--- src/rtl/ftl_pkg.sv ---
package ftl_pkg;
  typedef enum logic [1:0] {
    FOP_NONE  = 2'd0,
    FOP_READ  = 2'd1,
    FOP_PROG  = 2'd2,
    FOP_ERASE = 2'd3
  } fop_e;

  typedef enum logic [1:0] {
    PG_FREE  = 2'd0,
    PG_VALID = 2'd1,
    PG_STALE = 2'd2
  } pstate_e;
endpackage

--- src/rtl/ftl_victim_pick.sv ---
module ftl_victim_pick #(
  parameter int NB     = 4,
  parameter int CNT_W  = 6,
  parameter int ECNT_W = 17,
  parameter int BLK_W  = 2
) (
  input  logic [CNT_W-1:0]  stale_i [NB],
  input  logic [ECNT_W-1:0] ecnt_i  [NB],
  input  logic [BLK_W-1:0]  open_blk_i,
  output logic              found_o,
  output logic [BLK_W-1:0]  blk_o
);
  logic [CNT_W-1:0]  best_stale;
  logic [ECNT_W-1:0] best_ecnt;

  always_comb begin
    found_o    = 1'b0;
    blk_o      = '0;
    best_stale = '0;
    best_ecnt  = '0;
    for (int b = 0; b < NB; b++) begin
      if (stale_i[b] != '0 && BLK_W'(b) != open_blk_i) begin
        if (!found_o || stale_i[b] > best_stale ||
            (stale_i[b] == best_stale && ecnt_i[b] < best_ecnt)) begin
          found_o    = 1'b1;
          blk_o      = BLK_W'(b);
          best_stale = stale_i[b];
          best_ecnt  = ecnt_i[b];
        end
      end
    end
  end
endmodule

--- src/rtl/ftl_free_pick.sv ---
module ftl_free_pick #(
  parameter int NB     = 4,
  parameter int CNT_W  = 6,
  parameter int ECNT_W = 17,
  parameter int BLK_W  = 2
) (
  input  logic [CNT_W-1:0]  fill_i [NB],
  input  logic [ECNT_W-1:0] ecnt_i [NB],
  output logic              found_o,
  output logic [BLK_W-1:0]  blk_o
);
  logic [ECNT_W-1:0] best_ecnt;

  always_comb begin
    found_o   = 1'b0;
    blk_o     = '0;
    best_ecnt = '0;
    for (int b = 0; b < NB; b++) begin
      if (fill_i[b] == '0 && (!found_o || ecnt_i[b] < best_ecnt)) begin
        found_o   = 1'b1;
        blk_o     = BLK_W'(b);
        best_ecnt = ecnt_i[b];
      end
    end
  end
endmodule

--- src/rtl/ftl_mapper.sv ---
module ftl_mapper
  import ftl_pkg::*;
#(
  parameter int NUM_BLOCKS      = 4,
  parameter int PAGES_PER_BLOCK = 32,
  parameter int LOGICAL_PAGES   = 64,
  parameter int DATA_W          = 16,
  parameter int GC_MIN_FREE     = 32,
  parameter int ERASE_CNT_W     = 17,
  localparam int PHYS_PAGES = NUM_BLOCKS * PAGES_PER_BLOCK,
  localparam int PPN_W      = $clog2(PHYS_PAGES),
  localparam int LPN_W      = $clog2(LOGICAL_PAGES),
  localparam int BLK_W      = $clog2(NUM_BLOCKS),
  localparam int PG_W       = $clog2(PAGES_PER_BLOCK),
  localparam int CNT_W      = PG_W + 1,
  localparam int FREE_W     = $clog2(PHYS_PAGES + 1)
) (
  input  logic              clk,
  input  logic              rst_n,
  input  logic              req_valid,
  output logic              req_ready,
  input  logic              req_write,
  input  logic [LPN_W-1:0]  req_lpn,
  input  logic [DATA_W-1:0] req_wdata,
  output logic              rsp_valid,
  input  logic              rsp_ready,
  output logic [DATA_W-1:0] rsp_data,
  output logic              fl_cmd_valid,
  output logic [1:0]        fl_cmd_op,
  output logic [PPN_W-1:0]  fl_cmd_addr,
  output logic [DATA_W-1:0] fl_cmd_wdata,
  input  logic              fl_busy,
  input  logic              fl_done,
  input  logic [DATA_W-1:0] fl_rdata
);
  typedef enum logic [3:0] {
    S_IDLE, S_RD_ISSUE, S_RD_WAIT, S_RESP,
    S_WR_CHECK, S_WR_ISSUE, S_WR_WAIT,
    S_GC_SCAN, S_GC_RD, S_GC_RDW, S_GC_PG, S_GC_PGW, S_GC_ER, S_GC_ERW
  } st_e;

  st_e state;

  // Mapping state
  logic              map_vld [LOGICAL_PAGES];
  logic [PPN_W-1:0]  map_ppn [LOGICAL_PAGES];
  logic [LPN_W-1:0]  rev_lpn [PHYS_PAGES];
  pstate_e           pst     [PHYS_PAGES];
  logic [CNT_W-1:0]  fill_q  [NUM_BLOCKS];
  logic [CNT_W-1:0]  stale_q [NUM_BLOCKS];
  logic [ERASE_CNT_W-1:0] ecnt_q [NUM_BLOCKS];
  logic [FREE_W-1:0] free_cnt;
  logic [BLK_W-1:0]  active_q;

  // Operation context
  logic [LPN_W-1:0]  lpn_q;
  logic [DATA_W-1:0] wdata_q;
  logic [DATA_W-1:0] data_q;
  logic [BLK_W-1:0]  victim_q;
  logic [PG_W-1:0]   scan_q;
  logic              gc_done_q;

  logic              vic_found, fb_found;
  logic [BLK_W-1:0]  vic_blk, fb_blk;
  logic              act_full, cmd_take, scan_last;
  logic [PPN_W-1:0]  prog_addr, src_addr, old_ppn;

  assign act_full  = (fill_q[active_q] == CNT_W'(PAGES_PER_BLOCK));
  assign prog_addr = {active_q, fill_q[active_q][PG_W-1:0]};
  assign src_addr  = {victim_q, scan_q};
  assign old_ppn   = map_ppn[lpn_q];
  assign scan_last = (scan_q == PG_W'(PAGES_PER_BLOCK - 1));
  assign cmd_take  = fl_cmd_valid && !fl_busy;

  ftl_victim_pick #(
    .NB(NUM_BLOCKS), .CNT_W(CNT_W), .ECNT_W(ERASE_CNT_W), .BLK_W(BLK_W)
  ) u_victim (
    .stale_i(stale_q), .ecnt_i(ecnt_q), .open_blk_i(active_q),
    .found_o(vic_found), .blk_o(vic_blk)
  );

  ftl_free_pick #(
    .NB(NUM_BLOCKS), .CNT_W(CNT_W), .ECNT_W(ERASE_CNT_W), .BLK_W(BLK_W)
  ) u_free (
    .fill_i(fill_q), .ecnt_i(ecnt_q), .found_o(fb_found), .blk_o(fb_blk)
  );

  assign req_ready = (state == S_IDLE) && !fl_busy;
  assign rsp_valid = (state == S_RESP);
  assign rsp_data  = data_q;

  always_comb begin
    fl_cmd_valid = 1'b0;
    fl_cmd_op    = FOP_NONE;
    fl_cmd_addr  = prog_addr;
    fl_cmd_wdata = wdata_q;
    case (state)
      S_RD_ISSUE: begin
        fl_cmd_valid = 1'b1;
        fl_cmd_op    = FOP_READ;
        fl_cmd_addr  = old_ppn;
      end
      S_WR_ISSUE: begin
        fl_cmd_valid = !act_full;
        fl_cmd_op    = FOP_PROG;
      end
      S_GC_RD: begin
        fl_cmd_valid = 1'b1;
        fl_cmd_op    = FOP_READ;
        fl_cmd_addr  = src_addr;
      end
      S_GC_PG: begin
        fl_cmd_valid = !act_full;
        fl_cmd_op    = FOP_PROG;
        fl_cmd_wdata = data_q;
      end
      S_GC_ER: begin
        fl_cmd_valid = 1'b1;
        fl_cmd_op    = FOP_ERASE;
        fl_cmd_addr  = {victim_q, {PG_W{1'b0}}};
      end
      default: ;
    endcase
  end

  always_ff @(posedge clk) begin
    if (!rst_n) begin
      state     <= S_IDLE;
      active_q  <= '0;
      free_cnt  <= FREE_W'(PHYS_PAGES);
      lpn_q     <= '0;
      wdata_q   <= '0;
      data_q    <= '0;
      victim_q  <= '0;
      scan_q    <= '0;
      gc_done_q <= 1'b0;
      for (int i = 0; i < LOGICAL_PAGES; i++) begin
        map_vld[i] <= 1'b0;
        map_ppn[i] <= '0;
      end
      for (int i = 0; i < PHYS_PAGES; i++) begin
        pst[i]     <= PG_FREE;
        rev_lpn[i] <= '0;
      end
      for (int b = 0; b < NUM_BLOCKS; b++) begin
        fill_q[b]  <= '0;
        stale_q[b] <= '0;
        ecnt_q[b]  <= '0;
      end
    end else begin
      case (state)
        S_IDLE: if (req_valid && req_ready) begin
          lpn_q <= req_lpn;
          if (req_write) begin
            wdata_q   <= req_wdata;
            gc_done_q <= 1'b0;
            state     <= S_WR_CHECK;
          end else if (map_vld[req_lpn]) begin
            state <= S_RD_ISSUE;
          end else begin
            data_q <= '1;
            state  <= S_RESP;
          end
        end
        S_RD_ISSUE: if (cmd_take) state <= S_RD_WAIT;
        S_RD_WAIT: if (fl_done) begin
          data_q <= fl_rdata;
          state  <= S_RESP;
        end
        S_RESP: if (rsp_ready) state <= S_IDLE;
        S_WR_CHECK: begin
          if (!gc_done_q && free_cnt < FREE_W'(GC_MIN_FREE) && vic_found) begin
            victim_q  <= vic_blk;
            scan_q    <= '0;
            gc_done_q <= 1'b1;
            state     <= S_GC_SCAN;
          end else begin
            state <= S_WR_ISSUE;
          end
        end
        S_WR_ISSUE: begin
          if (act_full) begin
            if (fb_found) active_q <= fb_blk;
          end else if (cmd_take) begin
            state <= S_WR_WAIT;
          end
        end
        S_WR_WAIT: if (fl_done) begin
          if (map_vld[lpn_q]) begin
            pst[old_ppn] <= PG_STALE;
            stale_q[old_ppn[PPN_W-1:PG_W]] <= stale_q[old_ppn[PPN_W-1:PG_W]] + 1'b1;
          end
          pst[prog_addr]     <= PG_VALID;
          rev_lpn[prog_addr] <= lpn_q;
          map_vld[lpn_q]     <= 1'b1;
          map_ppn[lpn_q]     <= prog_addr;
          fill_q[active_q]   <= fill_q[active_q] + 1'b1;
          free_cnt           <= free_cnt - 1'b1;
          state              <= S_IDLE;
        end
        S_GC_SCAN: begin
          if (pst[src_addr] == PG_VALID) state <= S_GC_RD;
          else if (scan_last)            state <= S_GC_ER;
          else                           scan_q <= scan_q + 1'b1;
        end
        S_GC_RD: if (cmd_take) state <= S_GC_RDW;
        S_GC_RDW: if (fl_done) begin
          data_q <= fl_rdata;
          state  <= S_GC_PG;
        end
        S_GC_PG: begin
          if (act_full) begin
            if (fb_found) active_q <= fb_blk;
          end else if (cmd_take) begin
            state <= S_GC_PGW;
          end
        end
        S_GC_PGW: if (fl_done) begin
          map_ppn[rev_lpn[src_addr]] <= prog_addr;
          rev_lpn[prog_addr]         <= rev_lpn[src_addr];
          pst[src_addr]              <= PG_STALE;
          pst[prog_addr]             <= PG_VALID;
          stale_q[victim_q]          <= stale_q[victim_q] + 1'b1;
          fill_q[active_q]           <= fill_q[active_q] + 1'b1;
          free_cnt                   <= free_cnt - 1'b1;
          if (scan_last) begin
            state <= S_GC_ER;
          end else begin
            scan_q <= scan_q + 1'b1;
            state  <= S_GC_SCAN;
          end
        end
        S_GC_ER: if (cmd_take) state <= S_GC_ERW;
        S_GC_ERW: if (fl_done) begin
          for (int p = 0; p < PAGES_PER_BLOCK; p++) begin
            pst[{victim_q, PG_W'(p)}] <= PG_FREE;
          end
          fill_q[victim_q]  <= '0;
          stale_q[victim_q] <= '0;
          if (ecnt_q[victim_q] != '1) ecnt_q[victim_q] <= ecnt_q[victim_q] + 1'b1;
          free_cnt <= free_cnt + FREE_W'(PAGES_PER_BLOCK);
          state    <= S_WR_CHECK;
        end
        default: state <= S_IDLE;
      endcase
    end
  end

  AST_CMD_HOLD: assert property (@(posedge clk) disable iff (!rst_n)
    fl_cmd_valid && fl_busy |=> fl_cmd_valid && $stable(fl_cmd_addr) && $stable(fl_cmd_op));
  AST_PROG_ERASED_ONLY: assert property (@(posedge clk) disable iff (!rst_n)
    fl_cmd_valid && fl_cmd_op == FOP_PROG |-> pst[fl_cmd_addr] == PG_FREE);
  AST_STALL_ON_BUSY: assert property (@(posedge clk) disable iff (!rst_n)
    fl_busy |-> !req_ready);
  AST_RSP_HOLD: assert property (@(posedge clk) disable iff (!rst_n)
    rsp_valid && !rsp_ready |=> rsp_valid && $stable(rsp_data));
  AST_NO_OVERFLOW: assert property (@(posedge clk) disable iff (!rst_n)
    fl_done && state == S_WR_WAIT |-> free_cnt != '0);
endmodule

--- config.mk ---
export PLATFORM = sky130hd
export DESIGN_NAME = ftl_mapper
export DESIGN_NICKNAME = d
export VERILOG_FILES = /design/src/rtl/ftl_pkg.sv /design/src/rtl/ftl_victim_pick.sv /design/src/rtl/ftl_free_pick.sv /design/src/rtl/ftl_mapper.sv
export SDC_FILE = /design/constraint.sdc
export NUM_CORES = 2
export LEC_CHECK = 0
export ABC_CLOCK_PERIOD_IN_PS = 14700
export BUFFER_PORTS_ARGS = -buffer_cell sky130_fd_sc_hd__buf_2
export CORE_MARGIN = 2
export CORE_UTILIZATION = 30
export DETAILED_ROUTE_END_ITERATION = 10
export PLACE_DENSITY = 0.49
export SYNTH_ARGS = -nofsm -noshare
export SYNTH_HDL_FRONTEND = slang
export SYNTH_SLANG_ARGS = --single-unit
--- constraint.sdc ---
create_clock -name clk -period 14.7 [get_ports clk]
set_clock_uncertainty 0.2 [all_clocks]
set_input_delay 0.735 -clock clk [delete_from_list [all_inputs] [get_ports clk]]
set_output_delay 0.735 -clock clk [all_outputs]
set_load 0.01 [all_outputs]
Yosys cells after proc, flatten, opt, wreduce, memory -nomap -nowiden:

Memories as Yosys holds them, arrays and structs flattened. A register that Yosys moved wholly into a read port is not among the register bits.
Index checks and enable logic that the tools add are counted.

* RAM bits: 1536
* memories: 4
* bits in registers: 176
* bits of input ports: 45

Memory list
* rev_lpn: depth 128, width 6, rd ports 1, clocked after memory_dff 0, write ports 128, line ftl_mapper.sv:47 `logic [LPN_W-1:0] rev_lpn [PHYS_PAGES];`
* map_ppn: depth 64, width 7, rd ports 1, clocked after memory_dff 1, write ports 64, line ftl_mapper.sv:46 `logic [PPN_W-1:0] map_ppn [LOGICAL_PAGES];`
* pst: depth 128, width 2, rd ports 1, clocked after memory_dff 0, write ports 128, line ftl_mapper.sv:48 `pstate_e pst [PHYS_PAGES];`
* map_vld: depth 64, width 1, rd ports 2, clocked after memory_dff 1, write ports 64, line ftl_mapper.sv:45 `logic map_vld [LOGICAL_PAGES];`

* reductions and logical operators: 106
* add/sub/neg operators: 7
* eq/ne operators: 47
* $lt $le $gt $ge: 16
* mux-type cells: 246
* bitwise logic cells: 11

Operators by type and width (count)
* 7-bit two-way mux: 38
* 17-bit two-way mux: 11
* 24-bit two-way mux: 6
* 6-bit two-way mux: 23
* 17-bit less-than comparator: 6
* 2-bit two-way mux: 45
* 16-bit two-way mux: 5
* 2-bit OR reduction: 39
* 24-bit bitwise mux: 3
* 1-bit two-way mux: 72
* 24-bit case mux with 3 select lines: 1
* 68-bit bitwise mux: 1
* 4-bit two-way mux: 17
* 4-bit case mux with 14 select lines: 1
* 24-bit AND: 2
* 24-bit case mux with 2 select lines: 1
* 6-bit binary-select mux with 2-bit select: 3
* 6-bit demux with 2-bit select: 3
* 2-bit inequality test, second input constant: 18
* 17-bit binary-select mux with 2-bit select: 1
* 17-bit demux with 2-bit select: 1
* 16-bit case mux with 2 select lines: 1
* 4-bit equality test, second input constant: 6
* 6-bit logical NOT: 4
* 51 further kinds: 125

Logic depth before layout (Yosys ltp):

* word-level depth: 21
* mapped depth: 40
* gate-level depth less buffers: 34

Hierarchy:

Synthesis repeated with hierarchy kept, for this count alone.

* cells, all modules: 6985
* area total of the unflattened synthesis: 83196.0 µm²

By module, submodules not included
* ftl_mapper: cells each 6420, area an instance 78843.1 µm², times used 1, sequential area each 46564.7 µm²
* ftl_victim_pick: cells each 324, area an instance 2551.2 µm², times used 1, sequential area each 0.0 µm²
* ftl_free_pick: cells each 241, area an instance 1801.7 µm², times used 1, sequential area each 0.0 µm²

Least setup slack after synthesis:

OpenSTA, ideal clock, no wires.

* kind: register to register
* start: register active_q[1]
* end: register victim_q[1]
* data arrival time: 7.270 ns
* library setup time: 0.074 ns
* period minus slack after synthesis: 7.544 ns
* buffers on the path: 6
* required time: 14.426 ns
* path slack: 7.156 ns
* stages on the path, launching flop included: 40
* path through: dfxtp_1 -> clkbuf_1 -> buf_2 -> nor2_1 -> a21oi_1 -> clkbuf_1 -> clkbuf_1 -> nand2_1 -> ha_1 -> a21o_1 -> a21oi_1 -> o311a_1 -> o21a_1 -> o2111ai_1 -> nand2_1 -> clkbuf_1 -> nor2_1 -> a21oi_1 -> [4 not listed] -> a21o_1 -> a21oi_1 -> o221ai_1 -> o21a_1 -> a21boi_1 -> clkbuf_1 -> mux2_2 -> ha_1 -> a21o_1 -> a21o_1 -> a21o_1 -> a21o_1 -> a21o_1 -> a31oi_1 -> o21ai_0 -> a21oi_1 -> o21ai_0 -> a31oi_1

* cells in the longest elaborated chain, start to end: 20
* elaborated cells between the ends (all ways): 52
* those cells by class: 6 x order compare; 6 x eq/ne; 21 x mux; 19 x reduce/logical

RTL lines
* start: declaration: line ftl_mapper.sv:53 `logic [BLK_W-1:0] active_q;`
* start signal: assignment: line ftl_mapper.sv:183 `if (fb_found) active_q <= fb_blk;`
* start signal: assignment: line ftl_mapper.sv:213 `if (fb_found) active_q <= fb_blk;`
* 2-bit nonzero test: line ftl_victim_pick.sv:22 `if (stale_i[b] != '0 && BLK_W'(b) != open_blk_i) begin`
* 1-bit logical AND: line ftl_victim_pick.sv:22
* 17-bit two-way mux (tied with other cells): line ftl_victim_pick.sv:22
* 17-bit less-than comparator (tied with other cells): line ftl_victim_pick.sv:24 `(stale_i[b] == best_stale && ecnt_i[b] < best_ecnt)) begin`
* 1-bit logical AND or 1-bit logical OR (tied branches): line ftl_victim_pick.sv:24, ftl_victim_pick.sv:23
* 1-bit logical OR: line ftl_victim_pick.sv:23 `if (!found_o || stale_i[b] > best_stale ||`
* 17-bit two-way mux (tied with other cells): line ftl_victim_pick.sv:23
* 17-bit two-way mux (tied with other cells): line ftl_victim_pick.sv:22
* [4 not listed]
* 17-bit two-way mux (tied with other cells): line ftl_victim_pick.sv:22
* 17-bit less-than comparator (tied with other cells): line ftl_victim_pick.sv:24
* 1-bit logical AND or 1-bit logical OR (tied branches): line ftl_victim_pick.sv:24, ftl_victim_pick.sv:23
* 1-bit logical OR: line ftl_victim_pick.sv:23
* 1-bit two-way mux: line ftl_victim_pick.sv:23
* 1-bit two-way mux: line ftl_victim_pick.sv:22
* 1-bit logical AND: line ftl_mapper.sv:172 `if (!gc_done_q && free_cnt < FREE_W'(GC_MIN_FREE) && vic_found) begin`
* 2-bit AND reduction (no line)
* end signal: assignment: line ftl_mapper.sv:173 `victim_q <= vic_blk;`
* end: declaration: line ftl_mapper.sv:59 `logic [BLK_W-1:0] victim_q;`

Several ways; a longest one is shown, not always the timed one.
A chain may end at the register's enable or synchronous reset.

Worst setup path in the final report:

* start: register active_q[1]
* end: register victim_q[0]

The elaborated chain is that of the path after synthesis.

==> flow_summary.yaml <==
sta:
  report.final.hold_viol_count: 0
  report.final.setup_viol: 0
  layout_worst_path_cycle_share: 0.615
  layout_min_cycle_time_ns: 9.05
  max_freq_mhz: 111
  rsz_0062_raised_after_global_routing: "false"
  maxSlewViolCount: 0
  fin_hold_ws_ns: 0.0778
  slew_headroom: 0.133
  worst_slew_pin_slew_ns: 1.29
  fin_setup_tns_ns: 0
  setup_ws_ns: 5.65
yosys:
  syn-cell-area_um2: 81600
  syn-num-nets: 7080
  cell_count_after_synthesis: 6909
  post_synth.cell_area_avg_um2: 11.8
  synth_largest_type_area_fraction: 0.448
  post-synth-top-area-cell: "edfxtp_1"
  asyncSetResetFlopFracSynth: 0
  yosysWarnings: 0
  synth-edff-count: 1216
  synth.distinct_cells: 79
  ys_ff_latch: 1718
  synth_sequential_area_ratio: 0.571
  synth-main-ff-cell: "edfxtp_1"
  synth.top_cells.by_area: "edfxtp_1 (45%), mux4_2 (14%), dfxtp_1 (12%), nor2_1 (7.2%), nand2_1 (4.5%)"
job:
  max_cap_check_violation_count: 0
setup_path:
  regToRegSetupSlack_ns: 5.65
  critical_path.endpoint_type: "register"
  critPathKind: "reg -> reg"
  timing.critical_path.from_type: "register"
  cp_slowest_stage_delay_ns: 0.83
  crit_path_max_fo: 32
  rr_worst_depth: 35
  cpMostUsedCell: "a21o_1"
  reg2reg_from: "active_q[1]$_SDFFE_PN0P_"
  endpoint_arrival_time_on_the_critical_path_ns: 9.59
  cp_slowest_cell: "a21oi_2"
  crit_required_ns: 15.24
  terminus_of_the_critical_flop_to_flop_path: "victim_q[0]$_SDFFE_PN0P_"
routing:
  routed_wirelength_um: 261000
  via_per_inst: 5.36
  ant_nets: 0
  detailedRoute.firstPassIterationCount: 6
  first_iter_violations: 5898
  drc: 0
  detailroute.via_count: 56600
  wl_per_cell_um: 24.7
finish:
  areaGrowthSynthToFinish_pct: 12.9
  num-nets-final: 6994
  final_layout_size_suffix_gt1_frac: 0.165
  final_cell_area_um2: 92100
floorplanning:
  fp.coreArea_um2: 271000
  fp.dieW_um: 525
  dieArea_um2: 276000
  row_count: 191
  initial_core_util: 0.301
  die_height_um: 525
  ioPinCount: 89
power:
  power_density_nw_per_um2: 124
  power_frac_clock: 0.419
  int_pwr_uw: 8430
  peakVddDrop_mv: 0.104
  power.switching_fraction: 0.260
  psw_uw: 2960
  seq_power_share: 0.481
  power.combinational.fraction: 0.100
  leakagePower_uw: 0.0311
global_route:
  first_pass_grt_wire_length_um: 387000
  global_route.overflow_total: 0
  vias_in_the_first_global_route: 56300
  antenna_found_initial: 4
  grt_max_degree: 132
  grt_util_all_layers: 0.185
worst_hold_path:
  hold-path-cell-count: 3
  holdCritStartpoint: "req_lpn[2]"
  hold_class: "in -> reg"
placement:
  gp_congestion: 0.886
  placed_cell_area_um2: 85600
  dp_slack_ns: 5.68
  io_buffer_count: 88
  dpl.hpwl_um: 172000
clocking:
  clk_path_buf_depth: 3
  cts_hold_buffers: 35
  tritoncts_buffer_count: 191
  postCtsResizedCells: 0
  clock_transition_at_the_register_clock_pins_on_the_worst_setup_and_hold_paths_after_cts_ns: 0.06
  cts.htree.levels: 4
  root_buf_cell: "clkbuf_16"
  source_to_sink_clock_delay_at_the_later_pin_of_the_worst_skew_pair_ns: 0.86
  cts_num_sinks: 1718
  cts_setup_buffers: 0
  tritoncts: "yes"
status:
  status: "complete, no violations"
==> metal layers <==
layer  GRT usage  up-vias  share of wire
met5           0        -              0
met4      0.0555        0          0.030
met3      0.0296      368          0.067
met2       0.301     2046           0.47
met1       0.254    29100           0.43
li1            -    25100              -
==> placed cells by master, fill, tap and decap left out, drive strengths merged, types with 10 or more instances in the layout <==
cell / n
nand4: 30
nor2b: 34
nor3: 37
a41o: 123
o21ai: 168
mux4: 514
nor2: 1573
mux2: 64
a31oi: 28
nand3: 61
nand2b: 35
nand2: 983
dfxtp: 502
buf: 215
and2: 38
clkinv: 65
nor4: 10
xnor2: 21
a21o: 43
ha: 126
inv: 81
edfxtp: 1216
a21oi: 282
xor2: 19
o22ai: 24
dlygate4sd3: 35
a211oi: 64
o221ai: 10
o21bai: 16
bufinv: 10
and3: 13
mux2i: 77
a22oi: 45
a22o: 39
clkbuf: 269
==> power by group through the flow <==
stage                     clock network [uW]  logic (uW)  registers (uW)
after floorplan                            0         724            5520
after global placement                     0        1120            5570
after detailed placement                   0        1130            5580
after CTS                               4870        1140            5480
after global routing                    5050        1210            5500
final                                   4780        1140            5480
==> state kept, by name, summed over array words and instances (netlist names), 16 cells and up, named ones only <==
register,flops
rsp_data,16
map_ppn,448
rev_lpn,768
map_vld,64
fill_q,24
ecnt_q,68
pst,256
stale_q,24
wdata_q,16
==> stage by stage <==
stage / cells / utilization / power (uW)
final: 10600 / 0.340 / 11400
after CTS: 10600 / 0.340 / 11500
after global routing: 10600 / 0.340 / 11800
after global placement: 10200 / 0.316 / 6690
after floorplan: 6909 / - / 6240
after detailed placement: 10200 / 0.316 / 6700
==> worst max-delay path: cells and delay by family (launching register included) <==
family | cells | cell delay (ns)
AO/OA/AOI/OAI | 20 | 4.52
buffers and inverters | 3 | 1.10
flip-flops | 1 | 0.31
multiplexers | 1 | 0.37
AND/OR/NAND/NOR | 8 | 1.46
adder cells (fa/ha/maj) | 3 | 0.95
==> worst max-delay path by stage <==
stage	slack (ns)	startpoint	end
final	5.65	active_q[1]$_SDFFE_PN0P_	victim_q[0]$_SDFFE_PN0P_
after global routing	5.00	active_q[1]$_SDFFE_PN0P_	victim_q[0]$_SDFFE_PN0P_
after CTS	5.65	active_q[1]$_SDFFE_PN0P_	victim_q[0]$_SDFFE_PN0P_
after detailed placement	5.68	active_q[1]$_SDFFE_PN0P_	victim_q[0]$_SDFFE_PN0P_
after global placement	5.84	active_q[1]$_SDFFE_PN0P_	victim_q[1]$_SDFFE_PN0P_
after floorplan	7.16	active_q[1]$_SDFFE_PN0P_	victim_q[1]$_SDFFE_PN0P_
==> Yosys cell counts, types with 43 or more instances <==
cell and instances:
a211oi_1 64, a21o_1 43, a21oi_1 282, a22oi_1 45
a41o_1 123, buf_2 77, clkbuf_1 401, dfxtp_1 502
edfxtp_1 1216, ha_1 126, inv_1 74, mux2_2 63
mux2i_1 77, mux4_2 514, nand2_1 983, nand3_1 61
nor2_1 1566, o21ai_0 164
==> cell families (layout without fill, tap and decap cells) <==
family          Yosys count  count (layout)  synth area share
simple gates           2865            2865             0.141
flops                  1718            1718             0.571
compound gates          899             899            0.0738
mux                     655             655             0.160
buf+inv                 606             681            0.0308
fa+ha+maj               126             126            0.0193
xor+xnor                 40              40           0.00429
other cells               0               4                 0
==> cell type report <==
type,count,area (um^2)
Fill cell,26800,179000
Antenna cell,4,10.0
Inverter,77,292
Clock buffer,269,5290
Timing Repair Buffer,250,1820
Clock inverter,85,876
Tap cell,3570,4470
Multi-Input combinational cell,4585,32800
Sequential cell,1718,46600
Power figures use the tool's default switching activity.
